## src/rtl/rr_pkg.sv

```systemverilog
package rr_pkg;
  parameter int RR_N_DEFAULT = 4;

  // Width of an index into N requesters, at least one bit.
  function automatic int idx_w(input int n);
    return (n > 1) ? $clog2(n) : 1;
  endfunction
endpackage

```

## src/rtl/rr_stage_mask.sv

```systemverilog
// Enable for each stage of the unrolled chain. A leading stage s < N-1
// is live only when the pointer does not rank above it.
module rr_stage_mask #(
  parameter int N    = rr_pkg::RR_N_DEFAULT,
  parameter int IDXW = rr_pkg::idx_w(N),
  parameter int S    = 2 * N - 1
) (
  input  logic [IDXW-1:0] ptr,
  output logic [S-1:0]    stage_en
);
  for (genvar s = 0; s < S; s++) begin : g_en
    if (s < N - 1) begin : g_masked
      assign stage_en[s] = (ptr <= IDXW'(s));
    end else begin : g_open
      assign stage_en[s] = 1'b1;
    end
  end
endmodule

```

## src/rtl/rr_fixed_chain.sv

```systemverilog
// Fixed-order priority chain: stage 0 ranks highest.
module rr_fixed_chain #(
  parameter int S = 7
) (
  input  logic [S-1:0] stage_req,
  output logic [S-1:0] stage_gnt
);
  logic [S-1:0] taken;

  assign taken[0] = 1'b0;
  for (genvar s = 0; s < S; s++) begin : g_stage
    assign stage_gnt[s] = stage_req[s] & ~taken[s];
    if (s < S - 1) begin : g_carry
      assign taken[s+1] = taken[s] | stage_req[s];
    end
  end
endmodule

```

## src/rtl/rr_grant_merge.sv

```systemverilog
// Folds the second copy of each duplicated requester back onto its grant bit.
module rr_grant_merge #(
  parameter int N = rr_pkg::RR_N_DEFAULT,
  parameter int S = 2 * N - 1
) (
  input  logic [S-1:0] stage_gnt,
  output logic [N-1:0] gnt
);
  for (genvar i = 0; i < N; i++) begin : g_merge
    if (i < N - 1) begin : g_dual
      assign gnt[i] = stage_gnt[i] | stage_gnt[i+N];
    end else begin : g_single
      assign gnt[i] = stage_gnt[i];
    end
  end
endmodule

```

## src/rtl/rr_ptr_reg.sv

```systemverilog
// Priority pointer: moves to the requester after the winner, holds when idle.
module rr_ptr_reg #(
  parameter int N    = rr_pkg::RR_N_DEFAULT,
  parameter int IDXW = rr_pkg::idx_w(N)
) (
  input  logic            clk,
  input  logic            rst,
  input  logic [N-1:0]    gnt,
  output logic [IDXW-1:0] ptr
);
  logic [IDXW-1:0] win_idx;
  logic [IDXW-1:0] ptr_nxt;
  logic            any_gnt;

  always_comb begin
    win_idx = '0;
    for (int i = 0; i < N; i++) begin
      if (gnt[i]) win_idx = IDXW'(i);
    end
  end

  assign any_gnt = |gnt;
  assign ptr_nxt = (win_idx == IDXW'(N - 1)) ? '0 : win_idx + IDXW'(1);

  always_ff @(posedge clk) begin
    if (rst)          ptr <= '0;
    else if (any_gnt) ptr <= ptr_nxt;
  end
endmodule

```

## src/rtl/rr_arbiter_loopfree.sv

```systemverilog
module rr_arbiter_loopfree #(
  parameter int N = rr_pkg::RR_N_DEFAULT
) (
  input  logic         clk,
  input  logic         rst,
  input  logic [N-1:0] req,
  output logic [N-1:0] gnt
);
  localparam int IDXW = rr_pkg::idx_w(N);
  localparam int S    = 2 * N - 1;

  logic [IDXW-1:0] ptr;
  logic [S-1:0]    stage_en;
  logic [S-1:0]    stage_req;
  logic [S-1:0]    stage_gnt;

  rr_stage_mask #(.N(N), .IDXW(IDXW), .S(S)) u_mask (
    .ptr      (ptr),
    .stage_en (stage_en)
  );

  // Stage s carries requester s mod N: A,B,C,D,A,B,C for N = 4.
  for (genvar s = 0; s < S; s++) begin : g_fan
    assign stage_req[s] = req[s % N] & stage_en[s];
  end

  rr_fixed_chain #(.S(S)) u_chain (
    .stage_req (stage_req),
    .stage_gnt (stage_gnt)
  );

  rr_grant_merge #(.N(N), .S(S)) u_merge (
    .stage_gnt (stage_gnt),
    .gnt       (gnt)
  );

  rr_ptr_reg #(.N(N), .IDXW(IDXW)) u_ptr (
    .clk (clk),
    .rst (rst),
    .gnt (gnt),
    .ptr (ptr)
  );
endmodule

```

## config.mk

```make
export PLATFORM = sky130hd
export DESIGN_NAME = rr_arbiter_loopfree
export DESIGN_NICKNAME = d
export VERILOG_FILES = /design/src/rtl/rr_pkg.sv /design/src/rtl/rr_stage_mask.sv /design/src/rtl/rr_fixed_chain.sv /design/src/rtl/rr_grant_merge.sv /design/src/rtl/rr_ptr_reg.sv /design/src/rtl/rr_arbiter_loopfree.sv
export SDC_FILE = /design/constraint.sdc
export NUM_CORES = 1
export LEC_CHECK = 0
export BUFFER_PORTS_ARGS = -buffer_cell sky130_fd_sc_hd__buf_2
export CELL_PAD_IN_SITES_DETAIL_PLACEMENT = 1
export CELL_PAD_IN_SITES_GLOBAL_PLACEMENT = 2
export CORE_AREA = 5 5 42 44
export CTS_BUF_LIST = sky130_fd_sc_hd__clkbuf_4 sky130_fd_sc_hd__clkbuf_8 sky130_fd_sc_hd__clkbuf_16
export CTS_CLUSTER_SIZE = 10
export DETAILED_ROUTE_END_ITERATION = 16
export DIE_AREA = 0 0 47 49
export GPL_ROUTABILITY_DRIVEN = 0
export PLACE_DENSITY = 0.58
export SLEW_MARGIN = 20
export SYNTH_ARGS = -nofsm -noshare
export SYNTH_HDL_FRONTEND = slang
export SYNTH_SLANG_ARGS = --single-unit
export TNS_END_PERCENT = 20
```

## constraint.sdc

```tcl
create_clock -name clk -period 2 [get_ports clk]
set_input_delay 0.2 -clock clk [delete_from_list [all_inputs] [get_ports clk]]
set_output_delay 0.2 -clock clk [all_outputs]
set_load 0.005 [all_outputs]
```

# After elaboration in Yosys (flattened, before gate mapping)
# Index checks and enable logic that the tools add are counted.
dict set report totals {
  word_cells 34
  inputBits 6
  output_inout_bits 4
  reg_bits 2
}
dict set report op_classes {
  eq_ne 1
  mux 4
  order_cmp 3
  n_addsub 1
  n_reduce_logical 1
  bitwise_logic 23
}
# operator count
set op_table {}
lappend op_table {{AND 1 bit} 9}
lappend op_table {{bitwise OR 1 bit} 8}
lappend op_table {{2-to-1 mux 2 bit} 3}
lappend op_table {{NOT 1 bit} 6}
lappend op_table {{<= comparator 2 x 1 -> 1 bit (second input constant)} 2}
lappend op_table {{OR reduction 4 bit} 1}
lappend op_table {{adder 2 x 1 -> 2 bit (second input constant)} 1}
lappend op_table {{equality test 2 bit (second input constant)} 1}
lappend op_table {{<= comparator 2 bit (second input constant)} 1}
lappend op_table {{2-to-1 mux 1 bit} 1}

# Depth between registers and ports, before layout
# Gate-level depths: netlist of run 1.
dict set report depth {
  depth_word 14
  mapped_depth 5
  depth_no_buf 4
}

# Modules after synthesis
# Synthesis of run 1 repeated with hierarchy kept, for this count alone.
dict set report unflattened {
  hier_cells 36
  area_unflattened_um2 267.8
}
# module seq_area_each_um2 instances cells_each area_each_um2
set modules_own_cells {}
lappend modules_own_cells {rr_ptr_reg 40.0 1 8 81.3}
lappend modules_own_cells {rr_fixed_chain 0.0 1 9 71.3}
lappend modules_own_cells {rr_stage_mask 0.0 1 8 45.0}
lappend modules_own_cells {rr_arbiter_loopfree 0.0 1 7 43.8}
lappend modules_own_cells {rr_grant_merge 0.0 1 4 26.3}

# Least setup slack after synthesis of run 1
# Ideal clock, no wire load.
dict set report synth_timing {
  path_type {register -> register}
  start {register u_ptr.ptr[1]}
  end {register u_ptr.ptr[1]}
  setup_ns 0.103
  path_slack_ns 0.824
  synth_period_minus_slack_ns 1.176
  n_path_buf 1
  arrival_ns 1.073
  path_stages_with_launch 6
  required_time_ns 1.897
  cell_sequence {dfxtp_1 -> buf_6 -> inv_4 -> a21oi_2 -> o221a_4 -> a2111oi_2}
}
dict set report synth_between {
  elab_cells_between_ends 33
  cone_classes {add/sub (1); order compare (3); eq/ne (1); mux (4); bitwise (23); reduce/logical (1)}
}
# item line
set synth_rtl {}
lappend synth_rtl {{from (decl)} rr_ptr_reg.sv:9} ;# output logic [IDXW-1:0] ptr
lappend synth_rtl {{from (signal assigned)} rr_ptr_reg.sv:27} ;# else if (any_gnt) ptr <= ptr_nxt;
lappend synth_rtl {{<= comparator 2 x 1 -> 1 bit} rr_stage_mask.sv:13} ;# assign stage_en[s] = (ptr <= IDXW'(s));
lappend synth_rtl {{AND 1 bit} rr_arbiter_loopfree.sv:24} ;# assign stage_req[s] = req[s % N] & stage_en[s];
lappend synth_rtl {{bitwise OR 1 bit} rr_fixed_chain.sv:14} ;# assign taken[s+1] = taken[s] | stage_req[s];
lappend synth_rtl {{bitwise OR 1 bit *} rr_fixed_chain.sv:14}
lappend synth_rtl {{NOT 1 bit *} rr_fixed_chain.sv:12} ;# assign stage_gnt[s] = stage_req[s] & ~taken[s];
lappend synth_rtl {{AND 1 bit *} rr_fixed_chain.sv:12}
lappend synth_rtl {{net gnt[3]} rr_arbiter_loopfree.sv:7} ;# output logic [N-1:0] gnt
lappend synth_rtl {{2-to-1 mux 2 bit} rr_ptr_reg.sv:18} ;# if (gnt[i]) win_idx = IDXW'(i);
lappend synth_rtl {{adder 2 x 1 -> 2 bit or equality test 2 bit (tied branches)} rr_ptr_reg.sv:23} ;# assign ptr_nxt = (win_idx == IDXW'(N - 1)) ? '0 : win_idx + IDXW'(1);
lappend synth_rtl {{2-to-1 mux 2 bit} rr_ptr_reg.sv:23}
# The timed path passes the listed nets; every way through them passes the cells marked *.
# A chain may end at the register's enable or synchronous reset.

# Final worst setup path of run 1
dict set report layout_timing {
  start {register u_ptr.ptr[1]}
  end {output gnt[2]}
}
dict set report layout_between {
  elab_chain_cells 10
  elab_cells_between_ends 16
  cone_classes {order compare (3); bitwise (13)}
}
# item line
set layout_lines {}
lappend layout_lines {{<= comparator 2 x 1 -> 1 bit} rr_stage_mask.sv:13}
lappend layout_lines {{AND 1 bit} rr_arbiter_loopfree.sv:24}
lappend layout_lines {{bitwise OR 1 bit (5 in series)} rr_fixed_chain.sv:14}
lappend layout_lines {{NOT 1 bit} rr_fixed_chain.sv:12}
lappend layout_lines {{AND 1 bit} rr_fixed_chain.sv:12}
lappend layout_lines {{bitwise OR 1 bit *} rr_grant_merge.sv:11} ;# assign gnt[i] = stage_gnt[i] | stage_gnt[i+N];
lappend layout_lines {{to (decl)} rr_arbiter_loopfree.sv:7}
# Mark *: on every way between the ends. The rest lies on a longest branch, timed or not.

==> results.md, run 1 <==
* Status: completed
* Required time at the worst-slack endpoint at 1.80 ns
* Critical Path Start Type: flip-flop
* Hold endpoint: u_ptr.ptr[1]
* Met2 wire length at 336 um
* Hold path depth at 2
* Worst R2R Setup Slack at 0.65 ns
* Leak Pwr at 0.137 nW
* Synth Instances at 32
* CTS tree: built
* Yosys warnings at 0
* Post-route ant nets at 0
* Max Fclk at 649 MHz
* Routed metal-1 wire length at 292 um
* CTS Buffer Depth at 2
* Worst flop-to-flop path startpoint: u_ptr.ptr[1]
* Final WL at 653 um
* Top Registers: u_ptr.ptr x2
* Synthesized area per cell at 7.55 sq um
* Uppermost layer routed: met3
* Post-Syn Nets at 38
* Critical path class: reg2out
* Max FO, Critical Path at 9
* Die ar. at 0.00230 sq mm
* FF+latch count, synth at 2
* Synth top area share at 16.6%
* Final Hold Vio Count at 0
* Reg-to-Reg End: u_ptr.ptr[0]
* Worst-Margin Slew at 0.378 ns
* Area delta synth->final at 26.4%
* Area leader, netlist: dfxtp_1
* Pin count of the biggest net entering global routing at 10
* Count of port buffers added during placement at 9
* DR vias at 261
* Nets@finish at 49
* DR WL/cell at 11.5 um
* Postcts setup bufs at 0
* Sink Count at 2
* Post-Syn Area at 241 sq um
* Largest register by flop count: u_ptr.ptr
* Max reg flops at 2
* Period utilization at 77.0%
* Num CTS Buffers at 3
* DRC Markers at 0
* CTS resizes at 0
* Reg2Reg Depth at 4
* Post-Route Utilization at 21.8%
* H-tree depth at 1
* Tmin final at 1.54 ns
* WL met3 at 24 um
* Layout cell share with drive strength beyond 1 at 39.0%
* RSZ-0062 raised after global routing: no
* Hold Startpoint: rst
* P per Cell Area at 681 mW/mm^2
* Initial DRC Count at 7
* Drt pass-1 iters at 3
* Initial antenna violation count at 0
* Row cnt at 14
* HP Class: in2reg
* Worst-case clock skew at 0.0000298 ns
* Number of global-route vias before repair at 274
* Slew Limit Fails at 0
* MaxCap Viol Count at 0
* Gr usage total at 7.09%
* Critical path arrival at 1.34 ns
* Min Hold Slack at 0.163 ns
* CTS clock-pin slew for the worst setup and hold paths at 0.03 ns
* Placed Cells at 54
* First-pass GRT wire length at 1.12 mm
* Fill cell count at 183
* Rel. slew slack at 74.8%
* Yosys cell types at 19
* Sequential share of the synthesized area at 16.6%
* Clk_lat worst skew at 0.22 ns
* Die H at 49 um
* Drt via density at 4.58
* Starting Density at 17.2%
* Core area at 0.00140 sq mm
* Root buf cell: clkbuf_4
* Post-Layout Cell Count at 57
* Total grt overflow at 0
* I/O pins at 10
* Sum Neg Setup Slack at 0 ns
* # diodes at 0
* Area contributors post-synth: dfxtp_1 17%, nor2_1 9.3%, o21a_1 9.3%, o221a_4 8.3%, a21oi_1 6.2%
* VDD IR max at 0.157 mV
* Setup violations, final at 0
* Critical Path Sink Type: primary output
* Die width at 47 um
* CTS Hold Bufs at 0
[stage by stage]
stage / instance area (sq um) / total power [mW] / setup WS [ns]
after floorplan: 241 / 0.102 / 0.824
after global placement: 283 / 0.119 / 0.686
after detailed placement: 283 / 0.120 / 0.666
after CTS: 305 / 0.217 / 0.446
after global routing: 305 / 0.230 / 0.353
final: 305 / 0.208 / 0.459
[kinds of logic (layout without fill, tap and decap cells)]
| kind of cell | Yosys count | count (layout) | share of synthesized area (%) |
|---|---|---|---|
| AOI/OAI and AO/OA | 15 | 15 | 51.8 |
| buffers and inverters | 4 | 13 | 12.4 |
| DFF | 2 | 2 | 16.6 |
| and+or+nand+nor | 11 | 11 | 19.2 |
[how the worst max path moves through the flow]
stage | startpoint | endpoint | slack (ns) | depth (start not counted)
global route | u_ptr.ptr[1] | gnt[2] | 0.35 | 5
finish | u_ptr.ptr[1] | gnt[2] | 0.46 | 5
CTS | u_ptr.ptr[1] | gnt[2] | 0.45 | 5
floorplan | u_ptr.ptr[1] | u_ptr.ptr[1] | 0.82 | 5
global placement | u_ptr.ptr[1] | u_ptr.ptr[0] | 0.69 | 4
detailed placement | u_ptr.ptr[1] | u_ptr.ptr[1] | 0.67 | 4
[cells in the final DEF (no fill, tap or decap)]
cell	Yosys	final
o211a_1	1	1
inv_4	1	1
nand2_1	3	3
o221a_4	1	1
and2_1	1	1
o21ai_1	2	2
or2_1	1	1
a211oi_1	1	1
a21oi_2	1	1
o21a_1	3	3
buf_2	1	9
dfxtp_1	2	2
a2111oi_1	1	1
a21oi_1	3	3
o22ai_1	1	1
clkbuf_4	0	3
nor2_1	6	6
a2111oi_2	1	1
[final cells by class]
cell class / instances / area [sq um] / area share (%)
repair buffers: 9 / 45.0 / 14.8
multi-input cells: 26 / 171 / 56.1
flip-flops and latches: 2 / 40.0 / 13.1
inverters: 1 / 6.26 / 2.05
well taps: 16 / 20.0 / 6.56
clock buffers: 3 / 22.5 / 7.38
[cells in the mapped netlist, drive strengths merged]
cell and n:
and2 1, nor2 6, nand2 3, a211oi 1
o22ai 1, or2 1, o211a 1, dfxtp 2
buf 3, inv 1, o221a 1, a2111oi 2
o21ai 2, o21a 3, a21oi 4
[where the power goes]
group	internal, mW	switching, mW	leakage [nW]
Clock	0.0663	0.0235	0.0138
Sequential	0.0448	0.0120	0.0167
Combinational	0.0308	0.0307	0.107
[critical path, stage by stage, from the launching register on]
cell and delay, ns:
dfxtp_1 0.53, inv_4 0.07, a21oi_1 0.15, o22ai_1 0.09, and2_1 0.16, buf_2 0.12
[per-layer routing]
layer,vias to the layer above,track usage [%]
met5,-,0
met4,0,8.29
met3,0,1.48
met2,4,10.4
met1,118,7.19
li1,139,-
Note: power is estimated with default switching activity, not from simulation.
==> inputs of run 2 (changes only) <==
--- a/config.mk
+++ b/config.mk
@@ -5,16 +5,17 @@
 export SDC_FILE = /design/constraint.sdc
 export NUM_CORES = 1
 export LEC_CHECK = 0
+export ABC_AREA = 1
 export BUFFER_PORTS_ARGS = -buffer_cell sky130_fd_sc_hd__buf_2
 export CELL_PAD_IN_SITES_DETAIL_PLACEMENT = 1
 export CELL_PAD_IN_SITES_GLOBAL_PLACEMENT = 2
-export CORE_AREA = 5 5 42 44
+export CORE_MARGIN = 5
+export CORE_UTILIZATION = 17
 export CTS_BUF_LIST = sky130_fd_sc_hd__clkbuf_4 sky130_fd_sc_hd__clkbuf_8 sky130_fd_sc_hd__clkbuf_16
 export CTS_CLUSTER_SIZE = 10
 export DETAILED_ROUTE_END_ITERATION = 16
-export DIE_AREA = 0 0 47 49
 export GPL_ROUTABILITY_DRIVEN = 0
-export PLACE_DENSITY = 0.58
+export PLACE_DENSITY = 0.62
 export SLEW_MARGIN = 20
 export SYNTH_ARGS = -nofsm -noshare
 export SYNTH_HDL_FRONTEND = slang
==> constraint.sdc (replaced) <==
create_clock -name clk -period 1.3 [get_ports clk]
set_input_delay 0.13 -clock clk [delete_from_list [all_inputs] [get_ports clk]]
set_output_delay 0.13 -clock clk [all_outputs]
set_load 0.005 [all_outputs]
==> run 2 against run 1 <==
Effect of this change: non-clock buffer count is 3 higher; register-to-register slack lost 0.60 ns; first-iteration DRC count decreased by 100%; synthesized cell count is 22% higher; sequential power grew 58%; clock-buffer cell count did not move; worst setup slack lost 0.46 ns; combinational power rose to 3.1 times the previous value; cell area is 30% higher; largest cell class unchanged.
==> results.md, run 2 <==
* Leak Pwr at 0.224 nW
* Setup violations, final at 0
* Reg2Reg Depth at 10
* Synth top area share at 17.4%
* Synthesized area per cell at 5.90 sq um
* Worst flop-to-flop path startpoint: u_ptr.ptr[1]
* Slew Limit Fails at 0
* CP bufs+invs at 2
* Nets@finish at 62
* First-pass GRT wire length at 1.20 mm
* Int Pwr at 261 uW
* Top Family by Delay on Critical Path: simple AND/OR/NAND/NOR gates
* EDFF count, synth at 0
* H-tree depth at 1
* Yosys cell types at 13
* Status: completed
* Core area at 0.00128 sq mm
* Die H at 46.8 um
* Critical path arrival at 1.17 ns
* Row cnt at 13
* Layout cell share with drive strength beyond 1 at 64.8%
* Area leader, netlist: dfxtp_1
* Root buf cell: clkbuf_4
* Reg-to-Reg End: u_ptr.ptr[0]
* Starting Density at 17.9%
* # diodes at 0
* Hold path depth at 2
* Ys async rst share at 0%
* Max FO, Critical Path at 3
* Hold Startpoint: rst
* Worst R2R Setup Slack at 0.05 ns
* Critical path class: reg2out
* DR vias at 278
* Most frequent cells in the layout: 9 x buf_2, 6 x nand2_1, 6 x inv_1
* CTS tree: built
* Die ar. at 0.00219 sq mm
* Post-Layout Cell Count at 69
* Initial DRC Count at 0
* Placed Cells at 64
* Drt via density at 4.03
* CTS Buffer Depth at 2
* Synth cell count leaders: 8 x nand2_1, 7 x inv_1, 5 x nor2_2, 4 x nand2_2
* P per Cell Area at 1050 mW/mm^2
* Final WL at 611 um
* Num CTS Buffers at 3
* Pin count of the biggest net entering global routing at 4
* Count of port buffers added during placement at 9
* Main synth FF type: dfxtp_1
* Flop pwr share at 21.6%
* Required time at the worst-slack endpoint at 1.17 ns
* Max Fclk at 772 MHz
* Leading cell type in the layout, fill and taps excluded: buf_2
* Period utilization at 99.7%
* Sink Count at 2
* Dpl ws at 0.0645 ns
* Total chip power at 416 uW
* Post-route ant nets at 0
* Top Registers: u_ptr.ptr x2
* Sequential share of the synthesized area at 17.4%
* Yosys warnings at 0
* Tmin final at 1.30 ns
* Clk pwr share at 32.3%
* Max stage delay on crit path at 0.35 ns
* DR WL/cell at 8.86 um
* Final Hold Vio Count at 0
* Drt pass-1 iters at 1
* Post-Syn Nets at 45
* Sum Neg Setup Slack at 0 ns
* Number of global-route vias before repair at 306
* Gr usage total at 8.07%
* Worst-Margin Slew at 0.127 ns
* Synth Instances at 39
* Die width at 46.8 um
* Worst path cell trace: nor2_4 > nand2_4 > nand2_4 > nor2_2 > nor2_4 > clkinv_2 > buf_2
* Critical Path Sink Type: primary output
* Area delta synth->final at 71.7%
* VDD IR max at 0.363 mV
* Rel. slew slack at 91.5%
* FF+latch count, synth at 2
* Final worst-path setup slack at 0.00430 ns
* Max reg flops at 2
* HP Class: in2reg
* Clk_lat worst skew at 0.22 ns
* Combinational share of power at 46.1%
* Count leader, synth: nand2_1
* RSZ-0062 raised after global routing: yes
* CTS clock-pin slew for the worst setup and hold paths at 0.03 ns
* Critical Path Start Type: flip-flop
* CTS Hold Bufs at 0
* Min Hold Slack at 0.0767 ns
* Total grt overflow at 0
* Worst path slowest cell: dfxtp_4
* Hold endpoint: u_ptr.ptr[0]
* DRC Markers at 0
* Initial antenna violation count at 0
* Worst-case clock skew at 0.00219 ns
* Post-DP HPWL at 496 um
* Switching Share at 37.2%
* Post-Syn Area at 230 sq um
* Psw at 155 uW
* Largest register by flop count: u_ptr.ptr
* Area contributors post-synth: dfxtp_1 17%, nor2_2 14%, nand2_1 13%, inv_1 11%, nand2_2 11%
* I/O pins at 10
* MaxCap Viol Count at 0
run 2: how the worst max path moves through the flow:
stage          cells after the start         start           end  slack (ns)
6_report                           7  u_ptr.ptr[1]        gnt[2]       0.004
5_1_grt                            7  u_ptr.ptr[0]        gnt[2]       -0.09
4_1_cts                            7  u_ptr.ptr[1]        gnt[0]      -0.007
3_5_place_dp                       9  u_ptr.ptr[1]  u_ptr.ptr[0]        0.06
3_3_place_gp                       9  u_ptr.ptr[1]  u_ptr.ptr[0]        0.05
2_1_floorplan                     10  u_ptr.ptr[0]  u_ptr.ptr[1]        0.19
run 2: final cells by class:
| class | instances | area (sq um) |
|---|---|---|
| fill | 171 | 890 |
| multi-input combinational | 27 | 200 |
| timing repair buffer | 12 | 67.6 |
| sequential | 2 | 45.0 |
| inverter | 10 | 41.3 |
| clock buffer | 3 | 22.5 |
| tap | 15 | 18.8 |
run 2: metrics by stage:
stage	area, sq um	util (%)
finish	395	30.8
global route	395	30.8
CTS	373	29.0
detailed placement	302	23.5
global placement	302	23.5
floorplan	230	-
run 2: cells by family after synthesis:
kind of cell,share of synthesized area (%)
AOI/OAI and AO/OA,2.17
buffers and inverters,16.8
DFF,17.4
and+or+nand+nor,63.6
run 2: what timing repair did:
action | in CTS | in global routing
resized for setup | 10 | 5
hold endpoints to repair | 0 | 0
pin swaps | 5 | 7
setup endpoints to repair | 4 | 6
cloned | 0 | 0
setup buffers | 1 | 1
run 2: power by group through the flow:
| stage | clock [mW] | sequential (mW) | combinational [mW] |
|---|---|---|---|
| floorplan | 0 | 0.0802 | 0.102 |
| global placement | 0 | 0.0815 | 0.152 |
| detailed placement | 0 | 0.0820 | 0.151 |
| CTS | 0.143 | 0.0849 | 0.180 |
| global route | 0.158 | 0.0916 | 0.218 |
| finish | 0.134 | 0.0900 | 0.192 |
run 2: worst reg2reg max path: stages, from the launching register on:
cell     delay, ns
dfxtp_4       0.37
nand2_2       0.07
nand2_4       0.08
nand4_4       0.09
nor2_4        0.11
nor2_4        0.04
buf_4         0.14
nand3_1       0.06
nor2_1        0.04
nor2_1        0.09
nor2_1        0.04
run 2: routing by layer:
| metal | part of all wire (%) | GRT usage, % | vias up |
|---|---|---|---|
| li1 | - | - | 146 |
| met1 | 45 | 9.61 | 126 |
| met2 | 47 | 11.9 | 6 |
| met3 | 7.5 | 3.45 | 0 |
| met4 | 0 | 4.97 | 0 |
| met5 | 0 | 0 | - |
==> inputs of run 3 (changes only) <==
--- a/config.mk
+++ b/config.mk
@@ -9,7 +9,7 @@
 export BUFFER_PORTS_ARGS = -buffer_cell sky130_fd_sc_hd__buf_2
 export CELL_PAD_IN_SITES_DETAIL_PLACEMENT = 1
 export CELL_PAD_IN_SITES_GLOBAL_PLACEMENT = 2
-export CORE_MARGIN = 5
+export CORE_MARGIN = 4
 export CORE_UTILIZATION = 17
 export CTS_BUF_LIST = sky130_fd_sc_hd__clkbuf_4 sky130_fd_sc_hd__clkbuf_8 sky130_fd_sc_hd__clkbuf_16
 export CTS_CLUSTER_SIZE = 10
==> run 3 against run 2 <==
Effect of this change: the run now ends with negative setup slack left; sequential power is 5.6% lower; cell area decreased by 8.2%; global-route usage fell by 0.14 points; power shrank 7.2%; critical path type unchanged; critical endpoint unchanged; largest power group unchanged; highest routed layer unchanged.
==> results.md, run 3 (synthesis results as in run 2) <==
* Clk_lat worst skew at 0.22 ns
* CTS Buffer Depth at 2
* DRC Markers at 0
* Period utilization at 101%
* HP Class: in2reg
* Sum Neg Setup Slack at -0.0101 ns
* Clk pwr share at 35.1%
* VDD IR max at 0.315 mV
* Setup violations, final at 1
* Psw at 139 uW
* Int Pwr at 247 uW
* Critical Path Start Type: flip-flop
* Most frequent cells in the layout: 9 x buf_2, 7 x inv_1, 7 x nand2_1
* Pin count of the biggest net entering global routing at 4
* Hold endpoint: u_ptr.ptr[0]
* Leak Pwr at 0.212 nW
* Starting Density at 17.9%
* Required time at the worst-slack endpoint at 1.17 ns
* CTS Hold Bufs at 0
* Max reg flops at 2
* Die width at 44.8 um
* DR vias at 263
* Max stage delay on crit path at 0.34 ns
* Nets@finish at 61
* CTS clock-pin slew for the worst setup and hold paths at 0.03 ns
* Layout cell share with drive strength beyond 1 at 60.4%
* Root buf cell: clkbuf_4
* Worst-Margin Slew at 0.155 ns
* Max Fclk at 763 MHz
* Total chip power at 386 uW
* Worst path slowest cell: dfxtp_4
* Crit path top cell by count: nor2_4
* Area delta synth->final at 57.6%
* Top Family by Delay on Critical Path: simple AND/OR/NAND/NOR gates
* Drt via density at 3.87
* Worst path cell trace: nand2_2 > nand2_4 > nand4_4 > nor2_4 > nor2_4 > clkinv_2 > buf_2
* Gr usage total at 7.93%
* Largest register by flop count: u_ptr.ptr
* Hold path depth at 2
* Failing checks: negative setup slack
* # diodes at 0
* Worst-case clock skew at 0.00236 ns
* Critical path arrival at 1.18 ns
* Switching Share at 36.1%
* Die H at 44.8 um
* CTS tree: built
* Top Registers: u_ptr.ptr x2
* Fill cell count at 172
* Critical path class: reg2out
* Total grt overflow at 0
* Combinational share of power at 42.9%
* Row cnt at 13
* Sink Count at 2
* Post-route ant nets at 0
* FF/Latch Area at 45.0 sq um
* CP bufs+invs at 2
* P per Cell Area at 1060 mW/mm^2
* Reg2Reg Depth at 9
* Flop pwr share at 22.0%
* Footprint of the multi-input gates at 178 sq um
* Worst flop-to-flop path startpoint: u_ptr.ptr[1]
* Final worst-path setup slack at -0.0101 ns
* Hold Startpoint: rst
* Num CTS Buffers at 3
* I/O pins at 10
* Final Hold Vio Count at 0
* Slew Limit Fails at 0
* Die ar. at 0.00201 sq mm
* First-pass GRT wire length at 1.12 mm
* Worst R2R Setup Slack at 0.13 ns
* Drt pass-1 iters at 2
* Max FO, Critical Path at 3
* Leading cell type in the layout, fill and taps excluded: buf_2
* RSZ-0062 raised after global routing: yes
* Final WL at 637 um
* DR WL/cell at 9.37 um
* Initial DRC Count at 4
* Rel. slew slack at 89.7%
* Core area at 0.00128 sq mm
* Tmin final at 1.31 ns
* Number of global-route vias before repair at 289
* Critical Path Sink Type: primary output
* Initial antenna violation count at 0
* Post-DP HPWL at 511 um
* Reg-to-Reg End: u_ptr.ptr[0]
* Post-Route Utilization at 28.2%
* Count of port buffers added during placement at 9
* H-tree depth at 1
* MaxCap Viol Count at 0
* Status: complete, but fails checks
==> run 3: cell count changes in the layout (fill, tap and decap cells not counted), sizes merged <==
cell  previous run  this run
buf             12        11
==> run 3: stage by stage <==
step	setup slack, ns	instance area, sq um	hold WS [ns]	instances
final	-0.0101	363	0.0712	68
after global placement	0.0576	294	0.307	63
after global routing	-0.0780	363	0.0886	68
after CTS	-0.0276	360	0.0660	68
after detailed placement	0.0567	294	0.308	63
after floorplan	0.191	230	0.202	39
==> run 3: area by class of cell <==
cell class              instances  area share, %
inverters                      10           10.7
multi-input cells              27           49.0
clock buffers                   3           6.21
flip-flops and latches          2           12.4
well taps                      15           5.17
repair buffers                 11           16.6
==> run 3: power by group through the flow <==
stage / sequential (mW) / combinational, mW / clock [mW]
6_report: 0.0850 / 0.166 / 0.136
5_1_grt: 0.0876 / 0.187 / 0.147
4_1_cts: 0.0847 / 0.169 / 0.144
3_5_place_dp: 0.0817 / 0.145 / 0
3_3_place_gp: 0.0820 / 0.143 / 0
2_1_floorplan: 0.0802 / 0.102 / 0
==> run 3: per-layer routing <==
layer	global-route usage [%]	wire (um)	vias up
met2	13.2	348	4
met5	0	0	-
met4	5.26	0	0
li1	-	-	142
met3	2.39	25	0
met1	8.63	263	117
==> run 3: timing repair <==
| action | 4_1_cts | 5_1_grt |
|---|---|---|
| resized for setup | 7 | 1 |
| setup buffers | 2 | 0 |
| pin swaps | 4 | 1 |
| endpoints found under the setup margin | 4 | 5 |
==> run 3: worst max path at each step <==
stage	start	end	slack, ns	cells after the start
5_1_grt	u_ptr.ptr[1]	gnt[2]	-0.08	7
6_report	u_ptr.ptr[1]	gnt[2]	-0.01	7
2_1_floorplan	u_ptr.ptr[0]	u_ptr.ptr[1]	0.19	10
4_1_cts	u_ptr.ptr[0]	gnt[2]	-0.03	7
3_3_place_gp	u_ptr.ptr[1]	u_ptr.ptr[0]	0.06	9
3_5_place_dp	u_ptr.ptr[1]	u_ptr.ptr[0]	0.06	9
